<file path="config.mk">
export PLATFORM = sky130hd
export DESIGN_NAME = ctx_switch_seq
export DESIGN_NICKNAME = d
export VERILOG_FILES = /design/src/rtl/ctx_seq_pkg.sv /design/src/rtl/ctx_dwell_timer.sv /design/src/rtl/ctx_phase_fsm.sv /design/src/rtl/ctx_sw_map.sv /design/src/rtl/ctx_gain_latch.sv /design/src/rtl/ctx_switch_seq.sv
export SDC_FILE = /design/constraint.sdc
export NUM_CORES = 1
export LEC_CHECK = 0
export BUFFER_PORTS_ARGS = -buffer_cell sky130_fd_sc_hd__buf_2
export CORE_MARGIN = 2
export CORE_UTILIZATION = 51
export DETAILED_ROUTE_END_ITERATION = 8
export PLACE_DENSITY = 0.79
export SETUP_SLACK_MARGIN = 0.2
export SLEW_MARGIN = 40
export SYNTH_ARGS = -nofsm -noshare
export SYNTH_HDL_FRONTEND = slang
export SYNTH_SLANG_ARGS = --single-unit
</file>
<file path="constraint.sdc">
create_clock -name clk -period 3.5 [get_ports clk]
set_input_delay 0.35 -clock clk [delete_from_list [all_inputs] [get_ports clk]]
set_output_delay 0.35 -clock clk [all_outputs]
set_load 0.1 [all_outputs]
</file>
<file path="src/rtl/ctx_seq_pkg.sv">
package ctx_seq_pkg;

  localparam int NSW   = 10;
  localparam int NSTEP = 9;
  localparam int IDX_W = 4;

  // Switch bit positions on sw_en
  localparam int SW_S1  = 0;
  localparam int SW_S2  = 1;
  localparam int SW_S3  = 2;
  localparam int SW_S4  = 3;
  localparam int SW_S5  = 4;
  localparam int SW_S6  = 5;
  localparam int SW_S7  = 6;
  localparam int SW_SR  = 7;
  localparam int SW_SC  = 8;
  localparam int SW_S11 = 9;

  typedef logic [NSW-1:0] sw_vec_t;

  function automatic sw_vec_t bitv(input int pos);
    sw_vec_t v;
    v = '0;
    v[pos] = 1'b1;
    return v;
  endfunction

  // Pattern held during step idx (1..NSTEP); idle and out of range give zero
  function automatic sw_vec_t step_pattern(input int idx);
    sw_vec_t core;
    core = bitv(SW_S2) | bitv(SW_S3) | bitv(SW_SR);
    case (idx)
      1: return bitv(SW_S1) | bitv(SW_S4) | bitv(SW_SR) | bitv(SW_S11);
      2: return bitv(SW_S4);
      3: return bitv(SW_S2) | bitv(SW_S4);
      4: return bitv(SW_S2);
      5: return core | bitv(SW_S5);
      6: return core;
      7: return core | bitv(SW_S6);
      8: return core;
      9: return core | bitv(SW_S7) | bitv(SW_SC);
      default: return '0;
    endcase
  endfunction

  // Pattern shown in the gap after step idx: only switches common to both sides
  function automatic sw_vec_t gap_pattern(input int idx);
    return step_pattern(idx) & step_pattern(idx + 1);
  endfunction

  function automatic int unsigned lvl_high_of(input logic [2:0] g,
                                              input int unsigned base,
                                              input int unsigned step);
    return base + step * int'(g);
  endfunction

  function automatic int unsigned lvl_low_of(input int unsigned hi,
                                             input int unsigned mid);
    return 2 * mid - hi;
  endfunction

endpackage

</file>
<file path="src/rtl/ctx_dwell_timer.sv">
module ctx_dwell_timer #(
  parameter int DWELL = 2
) (
  input  logic clk,
  input  logic rst_n,
  input  logic load,
  input  logic run,
  output logic expire
);
  localparam int CW = (DWELL > 1) ? $clog2(DWELL) : 1;
  localparam logic [CW-1:0] RELOAD = CW'(DWELL - 1);

  logic [CW-1:0] cnt_q;

  always_ff @(posedge clk or negedge rst_n) begin
    if (!rst_n) begin
      cnt_q <= '0;
    end else if (load) begin
      cnt_q <= RELOAD;
    end else if (run && cnt_q != '0) begin
      cnt_q <= cnt_q - 1'b1;
    end
  end

  assign expire = run && (cnt_q == '0);

endmodule

</file>
<file path="src/rtl/ctx_phase_fsm.sv">
module ctx_phase_fsm
  import ctx_seq_pkg::*;
(
  input  logic             clk,
  input  logic             rst_n,
  input  logic             start,
  input  logic             expire,
  output logic [IDX_W-1:0] idx_q,
  output logic             gap_q,
  output logic [IDX_W-1:0] idx_d,
  output logic             gap_d,
  output logic             accept,
  output logic             load,
  output logic             run,
  output logic             last_end,
  output logic             done_q
);
  localparam logic [IDX_W-1:0] IDX_LAST = IDX_W'(NSTEP);

  always_comb begin
    idx_d    = idx_q;
    gap_d    = gap_q;
    accept   = start && (idx_q == '0);
    last_end = expire && (idx_q == IDX_LAST);
    if (accept) begin
      idx_d = IDX_W'(1);
      gap_d = 1'b0;
    end else if (gap_q) begin
      idx_d = idx_q + 1'b1;
      gap_d = 1'b0;
    end else if (expire) begin
      if (idx_q == IDX_LAST) begin
        idx_d = '0;
      end else begin
        gap_d = 1'b1;
      end
    end
  end

  assign load = accept || gap_q;
  assign run  = (idx_q != '0) && !gap_q;

  always_ff @(posedge clk or negedge rst_n) begin
    if (!rst_n) begin
      idx_q  <= '0;
      gap_q  <= 1'b0;
      done_q <= 1'b0;
    end else begin
      idx_q  <= idx_d;
      gap_q  <= gap_d;
      done_q <= last_end;
    end
  end

endmodule

</file>
<file path="src/rtl/ctx_sw_map.sv">
module ctx_sw_map
  import ctx_seq_pkg::*;
#(
  parameter bit OUT_REG = 1'b1
) (
  input  logic             clk,
  input  logic             rst_n,
  input  logic [IDX_W-1:0] idx_q,
  input  logic             gap_q,
  input  logic [IDX_W-1:0] idx_d,
  input  logic             gap_d,
  output sw_vec_t          sw
);
  generate
    if (OUT_REG) begin : g_reg
      // Registered from next state: glitch-free enables, same timing as state
      sw_vec_t nxt;
      sw_vec_t sw_q;
      always_comb begin
        nxt = gap_d ? gap_pattern(int'(idx_d)) : step_pattern(int'(idx_d));
      end
      always_ff @(posedge clk or negedge rst_n) begin
        if (!rst_n) sw_q <= '0;
        else        sw_q <= nxt;
      end
      assign sw = sw_q;
    end else begin : g_comb
      logic unused_ok;
      assign unused_ok = clk ^ rst_n ^ gap_d ^ (^idx_d);
      assign sw = gap_q ? gap_pattern(int'(idx_q)) : step_pattern(int'(idx_q));
    end
  endgenerate

endmodule

</file>
<file path="src/rtl/ctx_gain_latch.sv">
module ctx_gain_latch
  import ctx_seq_pkg::*;
#(
  parameter int          LVL_W    = 8,
  parameter int unsigned LVL_BASE = 192,
  parameter int unsigned LVL_STEP = 8,
  parameter int unsigned LVL_MID  = 184
) (
  input  logic             clk,
  input  logic             rst_n,
  input  logic             capture,
  input  logic [2:0]       gain_in,
  output logic [2:0]       gain_q,
  output logic [LVL_W-1:0] lvl_high,
  output logic [LVL_W-1:0] lvl_low
);
  int unsigned hi_full;
  int unsigned lo_full;

  always_ff @(posedge clk or negedge rst_n) begin
    if (!rst_n)       gain_q <= '0;
    else if (capture) gain_q <= gain_in;
  end

  always_comb begin
    hi_full = lvl_high_of(gain_q, LVL_BASE, LVL_STEP);
    lo_full = lvl_low_of(hi_full, LVL_MID);
  end

  assign lvl_high = LVL_W'(hi_full);
  assign lvl_low  = LVL_W'(lo_full);

endmodule

</file>
<file path="src/rtl/ctx_switch_seq.sv">
module ctx_switch_seq
  import ctx_seq_pkg::*;
#(
  parameter int          DWELL    = 2,
  parameter bit          OUT_REG  = 1'b1,
  parameter int          LVL_W    = 8,
  parameter int unsigned LVL_BASE = 192,
  parameter int unsigned LVL_STEP = 8,
  parameter int unsigned LVL_MID  = 184
) (
  input  logic             clk,
  input  logic             rst_n,
  input  logic             start,
  input  logic [2:0]       gain_in,
  output logic [NSW-1:0]   sw_en,
  output logic             busy,
  output logic             done,
  output logic [2:0]       gain_code,
  output logic [LVL_W-1:0] lvl_high,
  output logic [LVL_W-1:0] lvl_low
);
  // Named internal events, visible to the bound checker
  logic             accept_w;
  logic             step_end_w;
  logic             last_end_w;
  logic             load_w;
  logic             run_w;
  logic [IDX_W-1:0] idx_q_w;
  logic [IDX_W-1:0] idx_d_w;
  logic             gap_q_w;
  logic             gap_d_w;
  sw_vec_t          sw_w;

  ctx_dwell_timer #(.DWELL(DWELL)) u_timer (
    .clk    (clk),
    .rst_n  (rst_n),
    .load   (load_w),
    .run    (run_w),
    .expire (step_end_w)
  );

  ctx_phase_fsm u_fsm (
    .clk      (clk),
    .rst_n    (rst_n),
    .start    (start),
    .expire   (step_end_w),
    .idx_q    (idx_q_w),
    .gap_q    (gap_q_w),
    .idx_d    (idx_d_w),
    .gap_d    (gap_d_w),
    .accept   (accept_w),
    .load     (load_w),
    .run      (run_w),
    .last_end (last_end_w),
    .done_q   (done)
  );

  ctx_sw_map #(.OUT_REG(OUT_REG)) u_map (
    .clk   (clk),
    .rst_n (rst_n),
    .idx_q (idx_q_w),
    .gap_q (gap_q_w),
    .idx_d (idx_d_w),
    .gap_d (gap_d_w),
    .sw    (sw_w)
  );

  ctx_gain_latch #(
    .LVL_W    (LVL_W),
    .LVL_BASE (LVL_BASE),
    .LVL_STEP (LVL_STEP),
    .LVL_MID  (LVL_MID)
  ) u_gain (
    .clk      (clk),
    .rst_n    (rst_n),
    .capture  (accept_w),
    .gain_in  (gain_in),
    .gain_q   (gain_code),
    .lvl_high (lvl_high),
    .lvl_low  (lvl_low)
  );

  assign sw_en = sw_w;
  assign busy  = (idx_q_w != '0);

endmodule

</file>
==> qor.json, run 1 <==
{
  "timing": {
    "finalClockSkew_ns": 0.00474,
    "timing.final.crit_period_ns": 2.98,
    "fin_hold_ws_ns": 0.278,
    "rsz0062_at_grt": "no",
    "tightest_slew_ns": 0.582,
    "timing.slew.headroom_pct": 61.0,
    "timing_max_transition_violations_final": 0,
    "fmax_mhz": 336,
    "final_hold_viol_count": 0,
    "setup_total_negative_slack_ns": 0,
    "finalSetupViolCount": 0,
    "layout_worst_path_cycle_share_pct": 85.1
  },
  "place": {
    "count_of_input_and_output_buffers": 28,
    "dp_hpwl_um": 2090,
    "place_area_um2": 1340,
    "finalWeightedCongestion": 0.972
  },
  "synth": {
    "synth.top_cell.area_share_pct": 35.5,
    "synth.top_cells.by_area": "sky130_fd_sc_hd__dfrtp_1, sky130_fd_sc_hd__ha_1, sky130_fd_sc_hd__buf_4",
    "yosysUniqueCellTypes": 41,
    "post-synth-top-area-cell": "sky130_fd_sc_hd__dfrtp_1",
    "ys_seq_elements": 18,
    "postSynth.topFlopCell": "sky130_fd_sc_hd__dfrtp_1",
    "sequential_fraction_of_the_synthesis_area_pct": 35.5,
    "synthesis.area_per_instance_um2": 9.84,
    "async_set_or_reset_flop_fraction_in_the_synthesized_netlist_pct": 100,
    "postSynthCellCount": 129,
    "count_of_flip_flops_with_a_built_in_enable_after_synthesis": 0,
    "post_synth_instance_area_um2": 1270,
    "yosysWarnings": 0,
    "yosysMostFrequentCell": "sky130_fd_sc_hd__dfrtp_1",
    "synth_common_cells": "sky130_fd_sc_hd__dfrtp_1, sky130_fd_sc_hd__buf_4, sky130_fd_sc_hd__ha_1, sky130_fd_sc_hd__nand2_1, sky130_fd_sc_hd__inv_1"
  },
  "final_layout": {
    "diodes": 0,
    "finalNetCount": 171,
    "stdcell_area_um2": 1390,
    "drive_gt1_share_pct": 31.1,
    "flow.area_growth_from_synthesis_pct": 9.47
  },
  "cts": {
    "htreeDepth": 1,
    "number_of_clock_sinks": 18,
    "cts_resized": 0,
    "cts_root_buf": "sky130_fd_sc_hd__clkbuf_4",
    "clk-insertion-delay-late_ns": 0.30,
    "postCtsSetupBuffers": 0,
    "cts_hold_repair.buffers": 1,
    "clk_pin_slew_worst_paths_ns": 0.10,
    "cts-root-to-sink-buffers": 2,
    "cts_tree": "done",
    "numCtsBuffers": 3
  },
  "floorplanning": {
    "fp.dieH_um": 53.9,
    "io-pin-count": 37,
    "design.die.area_um2": 2900,
    "die_w_um": 53.9,
    "placementRows": 18,
    "design.core.area_um2": 2410,
    "start_util_pct": 52.6
  },
  "setup_path": {
    "path_common_cell": "sky130_fd_sc_hd__inv_1",
    "path_cells": "inv_1 > ha_1 > and4bb_4 > a21oi_1 > o31a_1 > inv_1 > ha_1 > inv_1 > ha_1 > inv_1 > nand2_1 > nor2_1 > o21ai_1 > a31oi_1",
    "critical_path_required_ns": 3.72,
    "worst_path_largest_cell_delay_ns": 0.45,
    "critPathSlowestCell": "sky130_fd_sc_hd__dfrtp_1",
    "timing_worst_setup_path_type": "reg2reg",
    "critical_path.endpoint_type": "register",
    "critical_path_start_type": "register",
    "worst_ep_arrival_time_ns": 3.19,
    "critPathBufInv": 4,
    "path_max_fanout": 5,
    "critical_path.top_delay_family": "adder cells"
  },
  "routing": {
    "wl_um": 2710,
    "detail_route.drc_violations": 0,
    "drt_iter0_drc": 32,
    "via_per_inst": 5.73,
    "final_antenna_net_count": 0,
    "met3_length_um": 147,
    "highest_layer": "met4",
    "total_length_of_routed_met2_wires_um": 1380,
    "met1_length_um": 1040,
    "dr.pass1.iters": 4,
    "vias": 1038,
    "route.detailed.wl_per_inst_um": 15.0
  },
  "global_route": {
    "grt_start_max_net_pins": 19,
    "global_route_wire_length_before_repair_um": 4240,
    "number_of_antenna_violations_at_the_first_check_in_global_routing": 0,
    "grt_pass1_vias": 992,
    "grt_util_all_layers_pct": 20.4,
    "global_route.overflow_total": 0
  },
  "run_status": {
    "outcome": "complete, no violations"
  },
  "min_path": {
    "min_path_type": "in2reg"
  },
  "job": {
    "max_cap_violations": 0
  }
}
-- kinds of logic (layout without fill, tap and decap cells) --
group / count (synthesis) / count (layout) / share of synthesized area (%)
XOR/XNOR: 2 / 2 / 1.38
multiplexers: 7 / 7 / 6.31
AO/OA/AOI/OAI: 21 / 21 / 13.0
adder cells (fa/ha/maj): 13 / 13 / 12.8
buffers and inverters: 28 / 44 / 13.7
flip-flops: 18 / 18 / 35.5
other: 2 / 8 / 0.592
AND/OR/NAND/NOR: 38 / 38 / 16.7
-- area by class of cell --
type	instances	area [µm²]
Multi-Input combinational cell	89	672
Tap cell	30	37.5
Clock buffer	4	36.3
Timing Repair Buffer	29	150
Sequential cell	18	450
Fill cell	202	1020
Inverter	11	42.5
-- placed cells by master, fill, tap and decap left out, drive strengths merged, types with 2 or more instances in the layout --
master / Yosys / final
buf: 17 / 28
dfrtp: 18 / 18
ha: 13 / 13
nand2: 11 / 11
inv: 10 / 10
conb: 2 / 8
nor2: 6 / 6
nand3: 5 / 5
a21oi: 5 / 5
mux2: 5 / 5
clkbuf: 0 / 4
a31oi: 3 / 3
or2: 3 / 3
o31a: 2 / 2
mux2i: 2 / 2
nand4: 2 / 2
xor2: 2 / 2
o21ai: 2 / 2
and4: 2 / 2
and2: 2 / 2
nor3: 2 / 2
-- metal layers --
metal	global-route usage (%)	vias to the layer above
met5	0	-
met4	16.2	0
met3	2.22	15
met2	36.6	52
met1	21.5	508
li1	-	463
-- state kept, by name, indices dropped and copies added (netlist names) --
name	count
u_map.sw	8
u_fsm.idx_q	4
u_gain.gain_q	3
u_fsm.done_q	1
u_fsm.gap_q	1
u_timer.cnt_q	1
-- path summary, 6_finish.rpt --
check	startpoint	to	slack [ns]	cells past startpoint
min in group asynchronous	rst_n	u_fsm.idx_q[2]	0.50	2
hold reg to reg	u_timer.cnt_q	u_fsm.gap_q	0.58	1
max in group asynchronous	rst_n	u_fsm.gap_q	2.72	2
setup reg to reg	u_fsm.idx_q[0]	u_map.sw[1]	0.52	14
setup / recovery	u_fsm.idx_q[0]	u_map.sw[1]	0.52	14
hold / removal	gain_in[1]	u_gain.gain_q[1]	0.28	2
-- through the flow --
stage               utilization (%)  worst slack (ns)  instances
global placement               55.5             0.816        176
floorplan                         -             0.970        135
CTS                            57.6             0.588        181
detailed placement             55.7             0.612        176
global route                   57.6             0.303        181
finish                         57.6             0.522        181
-- worst register-to-register path, cell delays in order, from the launching register on --
cell,delay [ns]
sky130_fd_sc_hd__dfrtp_1,0.45
sky130_fd_sc_hd__inv_1,0.11
sky130_fd_sc_hd__ha_1,0.24
sky130_fd_sc_hd__and4bb_4,0.24
sky130_fd_sc_hd__a21oi_1,0.13
sky130_fd_sc_hd__o31a_1,0.31
sky130_fd_sc_hd__inv_1,0.15
sky130_fd_sc_hd__ha_1,0.28
sky130_fd_sc_hd__inv_1,0.10
sky130_fd_sc_hd__ha_1,0.29
sky130_fd_sc_hd__inv_1,0.12
sky130_fd_sc_hd__nand2_1,0.09
sky130_fd_sc_hd__nor2_1,0.11
sky130_fd_sc_hd__o21ai_1,0.08
sky130_fd_sc_hd__a31oi_1,0.21
Power of run 1 is left out: the tool's default activity adds up to more than one toggle a clock period on the data nets, which glitch-free logic cannot reach.
==> run 2: changes to the inputs <==
--- a/config.mk
+++ b/config.mk
@@ -5,11 +5,11 @@
 export SDC_FILE = /design/constraint.sdc
 export NUM_CORES = 1
 export LEC_CHECK = 0
-export BUFFER_PORTS_ARGS = -buffer_cell sky130_fd_sc_hd__buf_2
 export CORE_MARGIN = 2
-export CORE_UTILIZATION = 51
+export CORE_UTILIZATION = 56
 export DETAILED_ROUTE_END_ITERATION = 8
-export PLACE_DENSITY = 0.79
+export DONT_BUFFER_PORTS = 1
+export PLACE_DENSITY = 0.71
 export SETUP_SLACK_MARGIN = 0.2
 export SLEW_MARGIN = 40
 export SYNTH_ARGS = -nofsm -noshare
==> run 2 against run 1 <==
Effect of this change: clock skew up 0.0056 ns; setup slack better by 0.12 ns; die area down 8.3%; critical path depth down 2; highest routed layer unchanged; via count down 14%; cell count down 12%; global-route usage down 1.6 points; clock-buffer cell count unchanged; sequential share of layout area up 2.6 points; maximum frequency up 4.1%.
==> qor.json, run 2 (same netlist as run 1, synthesis figures left out) <==
{
  "timing": {
    "finalClockSkew": {"value": 0.0103, "unit": "ns", "change": "+0.00557 ns"},
    "timing_max_transition_violations_final": {"value": 0, "change": "unchanged"},
    "fin_hold_ws": {"value": 0.201, "unit": "ns", "change": "-0.0764 ns"},
    "timing.final.crit_period": {"value": 2.86, "unit": "ns", "change": "-0.118 ns"},
    "timing.slew.headroom": {"value": 41.7, "unit": "%", "change": "-19 points"},
    "fmax": {"value": 350, "unit": "MHz", "change": "+4.1%"},
    "layout_worst_path_cycle_share": {"value": 81.7, "unit": "%", "change": "-3.4 points"},
    "tightest_slew": {"value": 0.876, "unit": "ns", "change": "+0.294 ns"},
    "setup_total_negative_slack": {"value": 0, "unit": "ns", "change": "unchanged"},
    "final_hold_viol_count": {"value": 0, "change": "unchanged"},
    "finalSetupViolCount": {"value": 0, "change": "unchanged"},
    "rsz0062_at_grt": "no"
  },
  "global_route": {
    "grt_util_all_layers": {"value": 18.8, "unit": "%", "change": "-1.6 points"},
    "grt_start_max_net_pins": {"value": 19, "change": "unchanged"},
    "number_of_antenna_violations_at_the_first_check_in_global_routing": {"value": 0, "change": "unchanged"},
    "groute.layer.met2.usage": {"value": 35.0, "unit": "%", "change": "-1.5 points"},
    "global_route_wire_length_before_repair": {"value": 3750, "unit": "µm", "change": "-11%"},
    "grt_pass1_vias": {"value": 848, "change": "-15%"},
    "global_route.overflow_total": {"value": 0, "change": "unchanged"},
    "gr-max-usage-layer": "met2",
    "grt_util_met3": {"value": 3.45, "unit": "%", "change": "+1.2 points"},
    "grtUsageMet1": {"value": 20.7, "unit": "%", "change": "-0.80 points"}
  },
  "routing": {
    "drt_iter0_drc": {"value": 8, "change": "-75%"},
    "route.detailed.wl_per_inst": {"value": 14.6, "unit": "µm", "change": "-2.5%"},
    "final_antenna_net_count": {"value": 0, "change": "unchanged"},
    "vias": {"value": 889, "change": "-14%"},
    "wl": {"value": 2340, "unit": "µm", "change": "-14%"},
    "dr.pass1.iters": {"value": 4, "change": "unchanged"},
    "detail_route.drc_violations": {"value": 0, "change": "unchanged"},
    "via_per_inst": {"value": 5.56, "change": "-3.1%"}
  },
  "cts": {
    "postCtsSetupBuffers": {"value": 0, "change": "unchanged"},
    "numCtsBuffers": {"value": 3, "change": "unchanged"},
    "cts_hold_repair.buffers": {"value": 1, "change": "unchanged"},
    "cts_tree": "done",
    "clk_pin_slew_worst_paths": {"value": 0.11, "unit": "ns", "change": "about the same"},
    "clk-insertion-delay-late": {"value": 0.29, "unit": "ns", "change": "about the same"},
    "htreeDepth": {"value": 1, "change": "unchanged"},
    "number_of_clock_sinks": {"value": 18, "change": "unchanged"},
    "cts-root-to-sink-buffers": {"value": 2, "change": "unchanged"},
    "cts_resized": {"value": 0, "change": "unchanged"},
    "cts_root_buf": "sky130_fd_sc_hd__clkbuf_4"
  },
  "run_status": {
    "outcome": "complete, no violations"
  },
  "setup_path": {
    "path_max_fanout": {"value": 8, "change": "+3"},
    "path_cells": "inv_1 > ha_1 > and4bb_4 > a211o_1 > inv_1 > ha_1 > inv_1 > ha_1 > inv_1 > nand2_1 > a21o_1 > a31oi_1",
    "critical_path.endpoint_type": "register",
    "setup.reg_to_reg.worst_slack": {"value": 0.64, "unit": "ns", "change": "+0.12 ns"},
    "reg2regPathDepth": {"value": 12, "change": "-2"},
    "worst_path_largest_cell_delay": {"value": 0.44, "unit": "ns", "change": "about the same"},
    "critical_path_start_type": "register",
    "worst_ep_arrival_time": {"value": 3.07, "unit": "ns", "change": "-0.12 ns"},
    "path_common_cell": "sky130_fd_sc_hd__inv_1",
    "r2r-end": "u_map.sw[7]",
    "critical_path.top_delay_family": "adder cells",
    "critPathBufInv": {"value": 4, "change": "unchanged"},
    "cp_num_cells": {"value": 12, "change": "-2"},
    "worstReg2RegStart": "u_fsm.idx_q[0]",
    "timing_worst_setup_path_type": "reg2reg",
    "critical_path_required": {"value": 3.71, "unit": "ns", "change": "about the same"},
    "critPathSlowestCell": "sky130_fd_sc_hd__dfrtp_1"
  },
  "min_path": {
    "hold_depth": {"value": 1, "change": "-1"},
    "holdPathEnd": "u_gain.gain_q[0]",
    "min_path_type": "in2reg",
    "hold_path.startpoint": "gain_in[0]"
  },
  "floorplanning": {
    "design.die.area": {"value": 2660, "unit": "µm²", "change": "-8.3%"},
    "design.core.area": {"value": 2170, "unit": "µm²", "change": "-10%"},
    "start_util": {"value": 58.5, "unit": "%", "change": "+5.8 points"},
    "die_w": {"value": 51.6, "unit": "µm", "change": "-4.2%"},
    "io-pin-count": {"value": 37, "change": "unchanged"},
    "placementRows": {"value": 17, "change": "-1"},
    "fp.dieH": {"value": 51.6, "unit": "µm", "change": "-4.2%"}
  },
  "place": {
    "count_of_input_and_output_buffers": {"value": 0, "change": "-100%"},
    "dp_hpwl": {"value": 1880, "unit": "µm", "change": "-10%"},
    "place_area": {"value": 1270, "unit": "µm²", "change": "-5.7%"},
    "finalWeightedCongestion": {"value": 0.866, "change": "-11%"}
  },
  "job": {
    "max_cap_violations": {"value": 0, "change": "unchanged"}
  },
  "final_layout": {
    "diodes": {"value": 0, "change": "unchanged"},
    "multi_input_comb_area": {"value": 667, "unit": "µm²", "change": "-0.74%"},
    "final-seq-area": {"value": 462, "unit": "µm²", "change": "+2.5%"},
    "n_fill_cell": {"value": 193, "change": "-4.5%"},
    "most_used_cells_in_the_layout_excluding_fill_and_tap_cells": "sky130_fd_sc_hd__ha_1, sky130_fd_sc_hd__dfrtp_1, sky130_fd_sc_hd__nand2_1, sky130_fd_sc_hd__inv_1",
    "largest_register_ff_count": {"value": 8, "change": "unchanged"},
    "flow.area_growth_from_synthesis_pct": 3.85,
    "drive_gt1_share": {"value": 24.2, "unit": "%", "change": "-6.9 points"},
    "finalNetCount": {"value": 152, "change": "-11%"},
    "stdcell_area": {"value": 1320, "unit": "µm²", "change": "-5.1%"}
  }
}
==> run 2: cell types whose count changed in the layout (fill, tap and decap cells not counted) <==
cell / before / now
sky130_fd_sc_hd__dfrtp_1: 18 / 13
sky130_fd_sc_hd__nor3_1: 1 / 2
sky130_fd_sc_hd__dfrtp_4: 0 / 2
sky130_fd_sc_hd__buf_2: 28 / 1
sky130_fd_sc_hd__buf_4: 0 / 8
sky130_fd_sc_hd__dfrtp_2: 0 / 3
sky130_fd_sc_hd__nor3_2: 1 / 0
==> run 2: area by class of cell <==
| cell class | count | area share [%] |
|---|---|---|
| Multi-Input combinational cell | 89 | 50.6 |
| Clock buffer | 4 | 2.75 |
| Sequential cell | 18 | 35.0 |
| Tap cell | 28 | 2.66 |
| Inverter | 11 | 3.23 |
| Timing Repair Buffer | 10 | 5.70 |
==> run 2: per-layer routing <==
metal	vias to the layer above	part of all wire, %
li1	423	-
met1	436	43
met2	27	52
met5	-	0
met3	3	4.8
met4	0	0.51
==> run 2: per-stage QoR <==
stage               util (%)  setup slack [ns]  cells
floorplan                  -             0.970    135
global placement        58.1             0.843    154
detailed placement      58.4             0.696    154
CTS                     60.5             0.663    159
global route            60.7             0.471    160
finish                  60.7             0.640    160
==> run 2: worst max path at each step <==
| stage | start | slack, ns | to |
|---|---|---|---|
| floorplan | u_fsm.idx_q[0] | 0.97 | u_map.sw[1] |
| global placement | u_fsm.idx_q[0] | 0.84 | u_map.sw[1] |
| detailed placement | u_fsm.idx_q[0] | 0.70 | u_map.sw[7] |
| CTS | u_fsm.idx_q[0] | 0.66 | u_map.sw[7] |
| global route | u_fsm.idx_q[0] | 0.47 | u_map.sw[1] |
| finish | u_fsm.idx_q[0] | 0.64 | u_map.sw[7] |
Power of run 2 is left out for the same reason.
==> run 3: changes to the inputs <==
--- a/config.mk
+++ b/config.mk
@@ -9,7 +9,7 @@
 export CORE_UTILIZATION = 56
 export DETAILED_ROUTE_END_ITERATION = 8
 export DONT_BUFFER_PORTS = 1
-export PLACE_DENSITY = 0.71
+export PLACE_DENSITY = 0.74
 export SETUP_SLACK_MARGIN = 0.2
 export SLEW_MARGIN = 40
 export SYNTH_ARGS = -nofsm -noshare
==> constraint.sdc (replaced) <==
create_clock -name clk -period 2.6 [get_ports clk]
set_input_delay 0.26 -clock clk [delete_from_list [all_inputs] [get_ports clk]]
set_output_delay 0.26 -clock clk [all_outputs]
set_load 0.1 [all_outputs]
==> run 3 against run 2 <==
Effect of this change: first-iteration DRC count up 140%; critical path depth stayed put; largest cell class unchanged; utilization increased by 11 points; register-to-register slack got worse by 0.37 ns; critical endpoint is now u_map.sw[0]; wire length rose by 19%; non-clock buffer count increased by 12.
==> qor.json, run 3 (same netlist as run 1, synthesis figures left out) <==
{
  "global_route": {
    "global_route.overflow_total": {"value": 0, "change": "unchanged"},
    "global_route_wire_length_before_repair": {"value": 4530, "unit": "µm", "change": "+21%"},
    "grt_pass1_vias": {"value": 963, "change": "+14%"},
    "grt_util_all_layers": {"value": 22.8, "unit": "%", "change": "+4.0 points"},
    "number_of_antenna_violations_at_the_first_check_in_global_routing": {"value": 0, "change": "unchanged"},
    "grt_start_max_net_pins": {"value": 19, "change": "unchanged"}
  },
  "setup_path": {
    "critical_path_required": {"value": 2.79, "unit": "ns", "change": "-0.92 ns"},
    "worstSetupEndpoint": "u_map.sw[0]",
    "reg2regPathDepth": {"value": 12, "change": "unchanged"},
    "worstReg2RegStart": "u_fsm.idx_q[0]",
    "path_max_fanout": {"value": 4, "change": "-4"},
    "timing_worst_setup_path_type": "reg2reg",
    "crit_start": "u_fsm.idx_q[0]",
    "worst_ep_arrival_time": {"value": 2.52, "unit": "ns", "change": "-0.55 ns"},
    "critical_path.endpoint_type": "register",
    "critical_path_start_type": "register",
    "r2r-end": "u_map.sw[0]",
    "setup.reg_to_reg.worst_slack": {"value": 0.27, "unit": "ns", "change": "-0.37 ns"}
  },
  "routing": {
    "dr.pass1.iters": {"value": 4, "change": "unchanged"},
    "vias": {"value": 968, "change": "+8.9%"},
    "via_per_inst": {"value": 5.63, "change": "+1.3%"},
    "detail_route.drc_violations": {"value": 0, "change": "unchanged"},
    "drt_iter0_drc": {"value": 19, "change": "+11"},
    "final_antenna_net_count": {"value": 0, "change": "unchanged"},
    "wl": {"value": 2790, "unit": "µm", "change": "+19%"},
    "route.detailed.wl_per_inst": {"value": 16.2, "unit": "µm", "change": "+11%"}
  },
  "final_layout": {
    "finalNetCount": {"value": 164, "change": "+7.9%"},
    "largest_register_ff_count": {"value": 8, "change": "unchanged"},
    "diodes": {"value": 0, "change": "unchanged"},
    "drive_gt1_share": {"value": 45.8, "unit": "%", "change": "+22 points"},
    "most_used_cells_in_the_layout_excluding_fill_and_tap_cells": "sky130_fd_sc_hd__buf_4, sky130_fd_sc_hd__dfrtp_1, sky130_fd_sc_hd__nand2_1, sky130_fd_sc_hd__ha_1, sky130_fd_sc_hd__conb_1",
    "n_fill_cell": {"value": 155, "change": "-20%"},
    "flow.area_growth_from_synthesis_pct": 23.4,
    "mostFrequentLayoutCell": "sky130_fd_sc_hd__buf_4"
  },
  "cts": {
    "cts-root-to-sink-buffers": {"value": 2, "change": "unchanged"},
    "numCtsBuffers": {"value": 3, "change": "unchanged"},
    "cts_tree": "done",
    "clk_pin_slew_worst_paths": {"value": 0.11, "unit": "ns", "change": "about the same"},
    "clk-insertion-delay-late": {"value": 0.30, "unit": "ns", "change": "about the same"},
    "cts_root_buf": "sky130_fd_sc_hd__clkbuf_4",
    "htreeDepth": {"value": 1, "change": "unchanged"},
    "number_of_clock_sinks": {"value": 18, "change": "unchanged"}
  },
  "place": {
    "finalWeightedCongestion": {"value": 0.937, "change": "+8.2%"},
    "dp_hpwl": {"value": 2030, "unit": "µm", "change": "+7.8%"},
    "count_of_input_and_output_buffers": {"value": 0, "change": "unchanged"}
  },
  "timing": {
    "rsz0062_at_grt": "yes",
    "layout_worst_path_cycle_share": {"value": 89.6, "unit": "%", "change": "+7.9 points"},
    "finalSetupViolCount": {"value": 0, "change": "unchanged"},
    "timing_max_transition_violations_final": {"value": 0, "change": "unchanged"},
    "tightest_slew": {"value": 0.888, "unit": "ns", "change": "+0.0123 ns"},
    "final_hold_viol_count": {"value": 0, "change": "unchanged"},
    "timing.slew.headroom": {"value": 40.8, "unit": "%", "change": "-0.82 points"},
    "setup_total_negative_slack": {"value": 0, "unit": "ns", "change": "unchanged"},
    "fmax": {"value": 429, "unit": "MHz", "change": "+23%"},
    "finalClockSkew": {"value": 0.00591, "unit": "ns", "change": "-0.00440 ns"},
    "timing.final.crit_period": {"value": 2.33, "unit": "ns", "change": "-0.530 ns"}
  },
  "floorplanning": {
    "fp.dieH": {"value": 51.6, "unit": "µm", "change": "unchanged"},
    "die_w": {"value": 51.6, "unit": "µm", "change": "unchanged"},
    "io-pin-count": {"value": 37, "change": "unchanged"},
    "placementRows": {"value": 17, "change": "unchanged"},
    "design.core.area": {"value": 2170, "unit": "µm²", "change": "unchanged"},
    "design.die.area": {"value": 2660, "unit": "µm²", "change": "unchanged"},
    "start_util": {"value": 58.5, "unit": "%", "change": "unchanged"}
  },
  "min_path": {
    "hold_depth": {"value": 1, "change": "unchanged"},
    "min_path_type": "in2reg"
  },
  "run_status": {
    "outcome": "complete, no violations"
  },
  "job": {
    "max_cap_violations": {"value": 0, "change": "unchanged"}
  }
}
==> run 3: cell types whose count changed in the layout (fill, tap and decap cells not counted), moves of 3 or more <==
cell	change
sky130_fd_sc_hd__buf_4	+8
sky130_fd_sc_hd__inv_1	-6
sky130_fd_sc_hd__ha_1	-5
sky130_fd_sc_hd__inv_2	+5
sky130_fd_sc_hd__buf_12	+4
sky130_fd_sc_hd__ha_4	+3
==> run 3: stage by stage <==
stage | setup slack (ns) | area [µm²] | hold WS (ns) | instances | utilization (%)
global route | 0.179 | 1570 | 0.104 | 172 | 72.1
global placement | 0.245 | 1400 | -0.0352 | 163 | 64.6
finish | 0.270 | 1570 | 0.105 | 172 | 72.1
floorplan | 0.208 | 1320 | -0.0356 | 135 | -
CTS | 0.191 | 1460 | 0.103 | 169 | 67.4
detailed placement | 0.143 | 1410 | -0.0352 | 163 | 64.9
==> run 3: routing by layer <==
metal / track usage (%) / up-vias / wire length, µm
li1: - / 454 / -
met1: 30.3 / 463 / 1210
met2: 36.5 / 45 / 1380
met3: 3.45 / 6 / 145
met4: 10.5 / 0 / 61
met5: 0 / - / 0
==> run 3: final cells by class <==
| type | instances | area [µm²] | area share, % |
|---|---|---|---|
| multi-input combinational | 89 | 771 | 49.2 |
| clock buffer | 4 | 36.3 | 2.32 |
| timing repair buffer | 22 | 215 | 13.7 |
| tap | 28 | 35.0 | 2.24 |
| inverter | 11 | 45.0 | 2.88 |
| sequential | 18 | 463 | 29.6 |
==> run 3: critical path: stages (launching register included) <==
cell and delay [ns]:
sky130_fd_sc_hd__dfrtp_1 0.42, sky130_fd_sc_hd__ha_2 0.20, sky130_fd_sc_hd__and2_4 0.16, sky130_fd_sc_hd__and2_4 0.14, sky130_fd_sc_hd__o31a_1 0.31, sky130_fd_sc_hd__inv_2 0.09
sky130_fd_sc_hd__ha_4 0.15, sky130_fd_sc_hd__inv_2 0.05, sky130_fd_sc_hd__ha_4 0.29, sky130_fd_sc_hd__inv_4 0.05, sky130_fd_sc_hd__o2111ai_1 0.07, sky130_fd_sc_hd__nand2_1 0.09
sky130_fd_sc_hd__and4_1 0.21
==> run 3: how the worst min path moves through the flow <==
stage	startpoint	endpoint	slack, ns
detailed placement	rst_n	u_timer.cnt_q	-0.04
CTS	gain_in[1]	u_gain.gain_q[1]	0.10
global placement	rst_n	u_timer.cnt_q	-0.04
floorplan	rst_n	u_fsm.done_q	-0.04
finish	gain_in[0]	u_gain.gain_q[0]	0.11
global route	gain_in[0]	u_gain.gain_q[0]	0.10
==> run 3: repair_timing <==
item	4_1_cts	5_1_grt
resized for setup	1	20
pin swaps	1	9
endpoints found under the setup margin	6	8
buffers inserted	1	2
hold buffers	1	1
hold endpoints to repair	18	18
Power of run 3 is left out for the same reason.
